<file path="config.mk">
export PLATFORM = sky130hd
export DESIGN_NAME = b2d_sram
export DESIGN_NICKNAME = d
export VERILOG_FILES = /design/src/rtl/b2d_pkg.sv /design/src/rtl/b2d_cmd_pipe.sv /design/src/rtl/b2d_store.sv /design/src/rtl/b2d_ddr_out.sv /design/src/rtl/b2d_sram.sv
export SDC_FILE = /design/constraint.sdc
export NUM_CORES = 1
export LEC_CHECK = 0
export BUFFER_PORTS_ARGS = -buffer_cell sky130_fd_sc_hd__buf_2
export CAP_MARGIN = 30
export CORE_UTILIZATION = 45
export CTS_BUF_LIST = sky130_fd_sc_hd__clkbuf_4
export DETAILED_ROUTE_END_ITERATION = 16
export REMOVE_ABC_BUFFERS = 1
export SLEW_MARGIN = 10
export SYNTH_ARGS = -nofsm -noshare
export SYNTH_HDL_FRONTEND = slang
export SYNTH_HIERARCHICAL = 1
export SYNTH_SLANG_ARGS = --single-unit
</file>
<file path="constraint.sdc">
create_clock -name k_clk -period 3.3 [get_ports k_clk]
set_clock_uncertainty 0.15 [all_clocks]
set_input_delay 0 -clock k_clk [delete_from_list [all_inputs] [get_ports k_clk]]
set_output_delay 0 -clock k_clk [all_outputs]
set_load 0.02 [all_outputs]
</file>
<file path="src/rtl/b2d_pkg.sv">
package b2d_pkg;

    typedef enum logic [1:0] {
        CMD_IDLE  = 2'd0,
        CMD_WRITE = 2'd1,
        CMD_READ  = 2'd2
    } b2d_cmd_e;

    // write-enable lanes per word
    function automatic int lane_count(input int width);
        if (width >= 36)      return 4;
        else if (width >= 18) return 2;
        else                  return 1;
    endfunction

    // address multiplier relative to the widest word
    function automatic int depth_mul(input int width);
        if (width >= 36)      return 1;
        else if (width >= 18) return 2;
        else                  return 4;
    endfunction

endpackage

</file>
<file path="src/rtl/b2d_cmd_pipe.sv">
module b2d_cmd_pipe
    import b2d_pkg::*;
#(
    parameter int ADDR_W = 5
) (
    input  logic              k_clk,
    input  logic              rst_n,
    input  logic              lat_mode,
    input  logic              cmd_load,
    input  logic              cmd_read,
    input  logic [ADDR_W-1:0] cmd_addr,
    output logic              wcap_v,
    output logic [ADDR_W-1:0] wcap_addr,
    output logic              rsrc_v,
    output logic [ADDR_W-1:0] rsrc_addr
);

    b2d_cmd_e          kind_next;
    b2d_cmd_e          s1_kind, s2_kind;
    logic [ADDR_W-1:0] s1_addr, s2_addr;

    always_comb begin
        unique case ({cmd_load, cmd_read})
            2'b10:   kind_next = CMD_WRITE;
            2'b11:   kind_next = CMD_READ;
            default: kind_next = CMD_IDLE;
        endcase
    end

    always_ff @(posedge k_clk or negedge rst_n) begin
        if (!rst_n) begin
            s1_kind <= CMD_IDLE;
            s2_kind <= CMD_IDLE;
            s1_addr <= '0;
            s2_addr <= '0;
        end else begin
            s1_kind <= kind_next;
            s1_addr <= cmd_addr;
            s2_kind <= s1_kind;
            s2_addr <= s1_addr;
        end
    end

    always_comb begin
        wcap_v    = (s1_kind == CMD_WRITE);
        wcap_addr = s1_addr;
        unique case (lat_mode)
            1'b1: begin
                rsrc_v    = (s2_kind == CMD_READ);
                rsrc_addr = s2_addr;
            end
            default: begin
                rsrc_v    = (s1_kind == CMD_READ);
                rsrc_addr = s1_addr;
            end
        endcase
    end

    // long latency launches a read that was in stage 1 one edge earlier
    a_r4_lat2_two_back: assert property (@(posedge k_clk) disable iff (!rst_n)
        (lat_mode && rsrc_v) |-> $past(s1_kind == CMD_READ));

    // short latency launches a read strobed on the previous edge
    a_r5_lat1_one_back: assert property (@(posedge k_clk) disable iff (!rst_n)
        (!lat_mode && rsrc_v) |-> $past(cmd_load && cmd_read));

    // no strobe, no write window
    a_r11_idle_no_write: assert property (@(posedge k_clk) disable iff (!rst_n)
        $past(!cmd_load) |-> !wcap_v);

endmodule

</file>
<file path="src/rtl/b2d_store.sv">
module b2d_store #(
    parameter int WORD_W = 18,
    parameter int ADDR_W = 5,
    parameter int NLANES = 2,
    localparam int LANE_W = WORD_W / NLANES,
    localparam int SLOTS  = 2 << ADDR_W
) (
    input  logic              k_clk,
    input  logic              rst_n,
    input  logic              wcap_v,
    input  logic [ADDR_W-1:0] wcap_addr,
    input  logic [WORD_W-1:0] wr_data,
    input  logic [NLANES-1:0] wr_lane_en,
    input  logic [ADDR_W-1:0] fetch0_addr,
    input  logic [ADDR_W-1:0] fetch1_addr,
    output logic [WORD_W-1:0] word0,
    output logic [WORD_W-1:0] word1
);

    logic [WORD_W-1:0] mem [SLOTS];

    logic              hold_v;
    logic [ADDR_W-1:0] hold_a;
    logic [WORD_W-1:0] hold_w0, hold_w1;
    logic [NLANES-1:0] hold_e0, hold_e1;

    function automatic logic [WORD_W-1:0] lane_merge(
        input logic [WORD_W-1:0] fresh,
        input logic [NLANES-1:0] en,
        input logic [WORD_W-1:0] old
    );
        logic [WORD_W-1:0] res;
        res = old;
        for (int i = 0; i < NLANES; i++) begin
            if (en[i]) res[i*LANE_W +: LANE_W] = fresh[i*LANE_W +: LANE_W];
        end
        return res;
    endfunction

    // rising edge: commit the held write, then take word 0 of a new one
    always_ff @(posedge k_clk or negedge rst_n) begin
        if (!rst_n) begin
            hold_v  <= 1'b0;
            hold_a  <= '0;
            hold_w0 <= '0;
            hold_e0 <= '0;
        end else begin
            hold_v <= wcap_v;
            if (wcap_v) begin
                hold_a  <= wcap_addr;
                hold_w0 <= wr_data;
                hold_e0 <= wr_lane_en;
            end
        end
    end

    // falling edge: word 1 of the held write
    always_ff @(negedge k_clk or negedge rst_n) begin
        if (!rst_n) begin
            hold_w1 <= '0;
            hold_e1 <= '0;
        end else if (hold_v) begin
            hold_w1 <= wr_data;
            hold_e1 <= wr_lane_en;
        end
    end

    always_ff @(posedge k_clk) begin
        if (hold_v) begin
            mem[{hold_a, 1'b0}] <= lane_merge(hold_w0, hold_e0, mem[{hold_a, 1'b0}]);
            mem[{hold_a, 1'b1}] <= lane_merge(hold_w1, hold_e1, mem[{hold_a, 1'b1}]);
        end
    end

    // word 0 forwards a write still in the hold register
    always_comb begin
        if (hold_v && (hold_a == fetch0_addr))
            word0 = lane_merge(hold_w0, hold_e0, mem[{fetch0_addr, 1'b0}]);
        else
            word0 = mem[{fetch0_addr, 1'b0}];
        word1 = mem[{fetch1_addr, 1'b1}];
    end

    // a full write lands in the array on the commit edge
    a_r2_word0_committed: assert property (@(posedge k_clk) disable iff (!rst_n)
        (hold_v && (&hold_e0)) |=> (mem[{$past(hold_a), 1'b0}] == $past(hold_w0)));

    a_r2_word1_committed: assert property (@(posedge k_clk) disable iff (!rst_n)
        (hold_v && (&hold_e1)) |=> (mem[{$past(hold_a), 1'b1}] == $past(hold_w1)));

    // a disabled lane keeps its old contents
    a_r8_lane_kept: assert property (@(posedge k_clk) disable iff (!rst_n)
        (hold_v && !hold_e0[0]) |=>
        (mem[{$past(hold_a), 1'b0}][LANE_W-1:0] == $past(mem[{hold_a, 1'b0}][LANE_W-1:0])));

endmodule

</file>
<file path="src/rtl/b2d_ddr_out.sv">
module b2d_ddr_out #(
    parameter int WORD_W = 18,
    parameter int ADDR_W = 5
) (
    input  logic              k_clk,
    input  logic              rst_n,
    input  logic              rsrc_v,
    input  logic [ADDR_W-1:0] rsrc_addr,
    input  logic [WORD_W-1:0] word0,
    input  logic [WORD_W-1:0] word1,
    output logic [ADDR_W-1:0] launch_addr,
    output logic [WORD_W-1:0] rd_data,
    output logic              rd_valid,
    output logic              echo_k,
    output logic              echo_kn
);

    logic              hi_v, lo_v;
    logic [WORD_W-1:0] hi_q, lo_q;

    always_ff @(posedge k_clk or negedge rst_n) begin
        if (!rst_n) begin
            hi_v        <= 1'b0;
            hi_q        <= '0;
            launch_addr <= '0;
        end else begin
            hi_v        <= rsrc_v;
            hi_q        <= word0;
            launch_addr <= rsrc_addr;
        end
    end

    always_ff @(negedge k_clk or negedge rst_n) begin
        if (!rst_n) begin
            lo_v <= 1'b0;
            lo_q <= '0;
        end else begin
            lo_v <= hi_v;
            lo_q <= word1;
        end
    end

    always_comb begin
        rd_data  = k_clk ? hi_q : lo_q;
        rd_valid = k_clk ? hi_v : lo_v;
        echo_k   = k_clk;
        echo_kn  = ~k_clk;
    end

    // the low-phase flag always completes the burst opened in the high phase
    a_r6_halves_agree: assert property (@(posedge k_clk) disable iff (!rst_n)
        hi_v == lo_v);

endmodule

</file>
<file path="src/rtl/b2d_sram.sv">
module b2d_sram
    import b2d_pkg::*;
#(
    parameter int WORD_W     = 18,
    parameter int BASE_PAIRS = 16,
    localparam int PAIRS  = BASE_PAIRS * depth_mul(WORD_W),
    localparam int ADDR_W = $clog2(PAIRS),
    localparam int NLANES = lane_count(WORD_W)
) (
    input  logic              k_clk,
    input  logic              rst_n,
    input  logic              lat_mode,
    input  logic              cmd_load,
    input  logic              cmd_read,
    input  logic [ADDR_W-1:0] cmd_addr,
    input  logic [WORD_W-1:0] wr_data,
    input  logic [NLANES-1:0] wr_lane_en,
    output logic [WORD_W-1:0] rd_data,
    output logic              rd_valid,
    output logic              echo_k,
    output logic              echo_kn
);

    logic              wcap_v, rsrc_v;
    logic [ADDR_W-1:0] wcap_addr, rsrc_addr, launch_addr;
    logic [WORD_W-1:0] word0, word1;

    b2d_cmd_pipe #(.ADDR_W(ADDR_W)) u_cmd (
        .k_clk     (k_clk),
        .rst_n     (rst_n),
        .lat_mode  (lat_mode),
        .cmd_load  (cmd_load),
        .cmd_read  (cmd_read),
        .cmd_addr  (cmd_addr),
        .wcap_v    (wcap_v),
        .wcap_addr (wcap_addr),
        .rsrc_v    (rsrc_v),
        .rsrc_addr (rsrc_addr)
    );

    b2d_store #(.WORD_W(WORD_W), .ADDR_W(ADDR_W), .NLANES(NLANES)) u_store (
        .k_clk       (k_clk),
        .rst_n       (rst_n),
        .wcap_v      (wcap_v),
        .wcap_addr   (wcap_addr),
        .wr_data     (wr_data),
        .wr_lane_en  (wr_lane_en),
        .fetch0_addr (rsrc_addr),
        .fetch1_addr (launch_addr),
        .word0       (word0),
        .word1       (word1)
    );

    b2d_ddr_out #(.WORD_W(WORD_W), .ADDR_W(ADDR_W)) u_out (
        .k_clk       (k_clk),
        .rst_n       (rst_n),
        .rsrc_v      (rsrc_v),
        .rsrc_addr   (rsrc_addr),
        .word0       (word0),
        .word1       (word1),
        .launch_addr (launch_addr),
        .rd_data     (rd_data),
        .rd_valid    (rd_valid),
        .echo_k      (echo_k),
        .echo_kn     (echo_kn)
    );

endmodule

</file>
==> results.yml, run 1 <==
layout:
  syn_to_final_growth_pct: 20.55
  final_cell_mix: "edfxtp_1 (1,152), clkbuf_4 (495), mux4_2 (273), nor2_1 (149), buf_4 (130)"
  fin_nets: 2873
  drive_above_1_share: 0.4041
  layout_commonest_cell: "edfxtp_1"
  postLayoutCellArea_sq_um: 58180
  num-fill-cells: 8118
run_status:
  outcome: "complete, but fails checks"
  violations: "setup timing"
grt:
  grt.total_usage: 0.2336
  grt_pass1_wl_mm: 179.3
  overflow: 0
  grt_max_degree: 61
  antenna_found_initial: 5
  grt_pass1_vias: 26620
floorplanning:
  core-area_sq_um: 105900
  die_w_microns: 329.5
  io_pins: 51
  die_h_microns: 329.5
  dieArea_sq_um: 108600
  rows: 119
  start_util: 0.4559
placement:
  place_worst_setup_slack_ns: -0.7969
  routabilityCongestion: 0.8082
  hpwl_mm: 75.34
  dpl-instance-area_sq_um: 52560
  numPortBuffers: 50
sta:
  relSlewSlack: 0.3513
  rsz0062_at_grt: "true"
  drv_slew: 0
  fin_ws_ns: -0.8633
  final_hold_viol_count: 0
  finalSetupViolations: 42
  tightest_slew_ns: 0.9710
worst_setup_path:
  endpoint_kind: "flip-flop"
  worst_r2r_endpoint: "u_out/lo_q[2]"
  crit_fanout: 12
  required_ns: 2.44
  crit_start: "u_out/launch_addr[0]"
  slowest_delay_ns: 0.53
  critical_path_class: "reg2reg"
  ff2ff_path_depth: 5
  critical_path.startpoint_type: "flip-flop"
  worst-r2r-setup-slack_ns: -0.86
  cp_slowest_cell: "mux4_2"
  cp_cell_sequence: "buf_12, buf_12, mux4_2, mux4_2, mux2_4"
  cp.arrival_ns: 3.31
  worstReg2RegStart: "u_out/launch_addr[0]"
detailed_routing:
  drc: 0
  routed_wl_mm: 123.4
  first_iter_violations: 2694
  avgViaCountPerCell: 5.687
  drt_pre_antenna_iters: 6
  post_drt_wl_per_cell_microns: 27.63
  ant_nets: 0
  num_vias: 25400
pwr:
  vdd_ir_drop_max_mv: 0.4919
  powerDensity_nw_per_um2: 626.3
  p_leak_nw: 19.70
  total_power_w: 0.03644
synthesis:
  postSynthCellCount: 2244
  avgSynthCellArea_sq_um: 21.51
  synthDistinctLibCells: 38
  syn_area_sq_um: 48270
  synth_warnings: 6
  yosys_register_bits: 1255
  seq_area_frac_synth: 0.7701
clocking:
  worstSkewPairLatency_ns: 1.26
  clkTransAtPathRegs_ns: 0.07
  cts_tree: "built"
min_path:
  whs_endpoint: "u_store/hold_w0[17]"
  hold_start: "wr_data[17]"
  holdPathStages: 4
  worstHoldPathType: "in2reg"
flow_run:
  maxCapViolations: 0
==> state kept, by name, indices dropped and copies added (netlist names), 5 cells and up <==
register and cells:
u_store/mem 1152, u_out/hi_q 18, u_out/lo_q 18, u_store/hold_w0 18
u_store/hold_w1 18, u_cmd/s2_addr 5, u_cmd/wcap_addr 5, u_out/launch_addr 5
u_store/hold_a 5
==> critical path: cells and delay by family, from the launching register on <==
kind / cells / cell delay, ns
buf+inv: 2 / 0.35
flops: 1 / 0.44
mux: 3 / 1.31
==> per-stage QoR <==
step | hold slack [ns] | util | cells | TNS [ns]
after floorplan | -0.4456 | - | 2119 | -259.02
after global placement | -0.2156 | 0.4944 | 3774 | -13.46
after detailed placement | -0.2178 | 0.4965 | 3783 | -13.68
after CTS | 0.03123 | 0.5447 | 4442 | -26.52
after global routing | 0.06069 | 0.5496 | 4466 | -26.49
final | 0.1395 | 0.5496 | 4467 | -23.24
==> layout make-up <==
cell class | instances | area (sq um) | share of cell area
inverter | 13 | 48.80 | 0.0008387
clock buffer | 516 | 3940 | 0.06772
tap | 1391 | 1740 | 0.02991
sequential | 1255 | 37180 | 0.6390
clock inverter | 85 | 420.4 | 0.007225
antenna | 5 | 12.51 | 0.0002150
timing repair buffer | 352 | 4338 | 0.07456
multi-input combinational | 850 | 10500 | 0.1805
==> Yosys cell counts, drive strengths merged <==
master	number	area (sq um)
nand3b	1	7.510
inv	14	52.55
a221o	13	130.1
or2	2	12.51
o22a	13	113.9
a21oi	30	150.1
dfrtp	64	1602
nand2	39	146.4
nor2b	10	62.56
nor2	150	563.0
nor3b	3	22.52
a211oi	5	37.54
a32o	1	11.26
edfxtp	1152	34590
a31oi	11	68.82
o22ai	13	81.33
mux2i	50	500.5
mux4	273	6148
xnor2	5	43.79
o221ai	18	157.7
or3b	1	8.760
clkbuf	61	231.5
nor3	4	20.02
buf	64	352.8
a22oi	51	382.9
and3	2	12.51
mux2	143	1700
dfrtn	39	975.9
and2	4	25.02
nand4	1	6.260
o31ai	2	15.01
nand2b	4	25.02
o21ai	1	5.000
==> logic make-up (layout without fill, tap and decap cells) <==
family,after synthesis,count (layout),synth area share
flops,1255,1255,0.7701
simple gates,221,221,0.01890
mux,466,466,0.1730
compound gates,158,158,0.02390
buf+inv,139,966,0.01319
xor+xnor,5,5,0.0009073
other cells,0,5,0
==> layer usage <==
layer,GRT usage,part of all wire,vias up
li1,-,-,10710
met2,0.3500,0.47,1210
met5,0,0.00011,-
met4,0.08162,0.020,2
met1,0.3262,0.42,13290
met3,0.07058,0.093,193
==> timing repair <==
item,4_1_cts,5_1_grt
setup buffers,2,2
gates resized for setup,46,7
hold buffers,77,0
gates cloned,1,1
setup endpoints to repair,37,42
endpoints found under the hold margin,115,0
==> how the worst max path moves through the flow <==
stage                     slack, ns              to  cells after the start
after global routing          -0.94   u_out/lo_q[2]                      5
after detailed placement      -0.80  u_out/lo_q[14]                      5
after global placement        -0.78  u_out/lo_q[14]                      5
after floorplan               -5.56   u_out/lo_q[0]                      3
after CTS                     -0.91   u_out/lo_q[3]                      5
final                         -0.86   u_out/lo_q[2]                      5
==> power by group <==
group	leakage (nW)	switching, W	internal [W]	total [W]
clock network	2.78	0.00697	0.00770	0.0147
logic	5.34	0.00177	0.00141	0.00317
registers	11.6	0.000359	0.0182	0.0186
No activity file was read; power rests on OpenSTA's default activity.
==> run 2: changes to the inputs <==
--- a/config.mk
+++ b/config.mk
@@ -7,7 +7,7 @@
 export LEC_CHECK = 0
 export BUFFER_PORTS_ARGS = -buffer_cell sky130_fd_sc_hd__buf_2
 export CAP_MARGIN = 30
-export CORE_UTILIZATION = 45
+export CORE_UTILIZATION = 40
 export CTS_BUF_LIST = sky130_fd_sc_hd__clkbuf_4
 export DETAILED_ROUTE_END_ITERATION = 16
 export REMOVE_ABC_BUFFERS = 1
==> run 2 against run 1 <==
The run still ends with setup timing left. Clock power is essentially flat. Sequential share of layout area shrank 0.42 points. Sequential cell count is the same. Global-route usage shrank 3.2 points. Non-clock buffer count grew 12. Critical path type unchanged.
==> results.yml, run 2 (synthesized netlist as in run 1, its figures left out) <==
run_status:
  outcome: "complete, but fails checks"
  violations: "setup timing"
pwr:
  powerDensity_nw_per_um2: 622.5
  total_power_w: 0.03646
  vdd_ir_drop_max_mv: 0.6138
  p_leak_nw: 19.77
detailed_routing:
  post_drt_wl_per_cell_microns: 25.74
  met3WireLength_mm: 11.68
  drt_pre_antenna_iters: 6
  routed_wl_mm: 120.9
  wl_met2_mm: 55.96
  avgViaCountPerCell: 5.403
  first_iter_violations: 2445
  num_vias: 25380
  drc: 0
  ant_nets: 0
  drt-met1-wl_mm: 49.75
  top_layer: "met5"
placement:
  dp_cells: 4011
  numPortBuffers: 50
  routabilityCongestion: 0.8140
  hpwl_mm: 74.84
  dpl-instance-area_sq_um: 52870
worst_setup_path:
  crit_start: "u_out/launch_addr[0]"
  slowest_delay_ns: 0.53
  crit_fanout: 8
  required_ns: 2.45
  worst_r2r_endpoint: "u_out/lo_q[2]"
  critical_path.startpoint_type: "flip-flop"
  cp.arrival_ns: 3.42
  worst-r2r-setup-slack_ns: -0.98
  worstReg2RegStart: "u_out/launch_addr[0]"
  endpoint_kind: "flip-flop"
  cp_cell_sequence: "buf_12, buf_12, mux4_2, mux4_2, mux2_4"
  ff2ff_path_depth: 5
  cp_slowest_cell: "mux4_2"
  endpoint: "u_out/lo_q[2]"
  critical_path_class: "reg2reg"
floorplanning:
  io_pins: 51
  rows: 127
  die_w_microns: 349.4
  core-area_sq_um: 119800
  start_util: 0.4028
  die_h_microns: 349.4
  dieArea_sq_um: 122100
grt:
  grt.total_usage: 0.2012
  grt_max_degree: 61
  overflow: 0
  antenna_found_initial: 7
  grt_pass1_wl_mm: 176.2
  grt_pass1_vias: 26880
sta:
  drv_slew: 0
  relSlewSlack: 0.3723
  tightest_slew_ns: 0.9415
  fin_tns_setup_ns: -25.40
  fin_ws_ns: -0.9750
  final_hold_viol_count: 0
  rsz0062_at_grt: "true"
  finalSetupViolations: 37
layout:
  largest_reg_flops: 1152
  syn_to_final_growth_pct: 21.34
  drive_above_1_share: 0.4024
  layout_commonest_cell: "edfxtp_1"
  utilization: 0.4888
  postLayoutCellArea_sq_um: 58560
  fin_nets: 2880
  final_cell_count_no_fill: 4697
  final_cell_mix: "edfxtp_1 (1,152), clkbuf_4 (481), mux4_2 (273), nor2_1 (150), buf_4 (137)"
  top_register: "u_store/mem"
clocking:
  worstSkewPairLatency_ns: 1.29
  cts_tree: "built"
  clkTransAtPathRegs_ns: 0.07
flow_run:
  maxCapViolations: 0
min_path:
  worstHoldPathType: "in2reg"
-- run 2: changes by cell type in the layout (fill, tap and decap cells not counted), sizes merged --
| cell | before | now |
|---|---|---|
| dlygate4sd3 | 77 | 82 |
| buf | 294 | 302 |
| inv | 22 | 23 |
| clkbuf | 497 | 482 |
| diode | 5 | 6 |
| bufinv | 3 | 5 |
| clkinv | 71 | 78 |
-- run 2: layer usage --
layer,GRT usage,vias up
li1,-,10710
met1,0.2728,13210
met2,0.3028,1223
met3,0.06474,229
met4,0.07716,6
met5,0,-
-- run 2: area by class of cell --
class | count | area, sq um
flip-flops and latches | 1255 | 37180
well taps | 1612 | 2017
inverters | 13 | 48.80
diodes | 6 | 15.01
clock inverters | 95 | 521.8
multi-input cells | 850 | 10530
repair buffers | 364 | 4420
fillers | 9833 | 61250
clock buffers | 502 | 3835
-- run 2: timing repair --
item / CTS / global route
endpoints found under the hold margin: 115 / 0
hold buffers: 82 / 0
gates resized for setup: 50 / 10
gates cloned: 1 / 0
setup buffers: 3 / 0
endpoints found under the setup margin: 37 / 37
-- run 2: where the power goes --
group          total [W]  internal, W  switching [W]
clock network     0.0147      0.00770        0.00696
registers         0.0187       0.0182       0.000414
logic            0.00314      0.00145        0.00170
total             0.0365       0.0274        0.00907
-- run 2: worst min path at each step --
stage	from	end	cells after the start
after floorplan	rst_n	u_cmd/s1_kind[0]	0
after global placement	rst_n	u_cmd/wcap_addr[2]	1
after detailed placement	rst_n	u_cmd/wcap_addr[2]	1
after CTS	wr_data[12]	u_store/hold_w0[12]	4
after global routing	cmd_load	u_cmd/s1_kind[0]	4
final	cmd_load	u_cmd/s1_kind[0]	4
-- run 2: critical path, delay by kind of cell, from the launching register on --
kind / cells / cell delay (ns)
flip-flops: 1 / 0.47
buffers and inverters: 2 / 0.34
multiplexers: 3 / 1.32
-- run 2: per-stage QoR --
stage	setup slack (ns)	hold slack, ns
6_report	-0.9750	0.1176
5_1_grt	-1.051	0.04487
4_1_cts	-1.010	0.007008
3_5_place_dp	-0.8089	-0.2000
3_3_place_gp	-0.7893	-0.1966
2_1_floorplan	-5.559	-0.4456
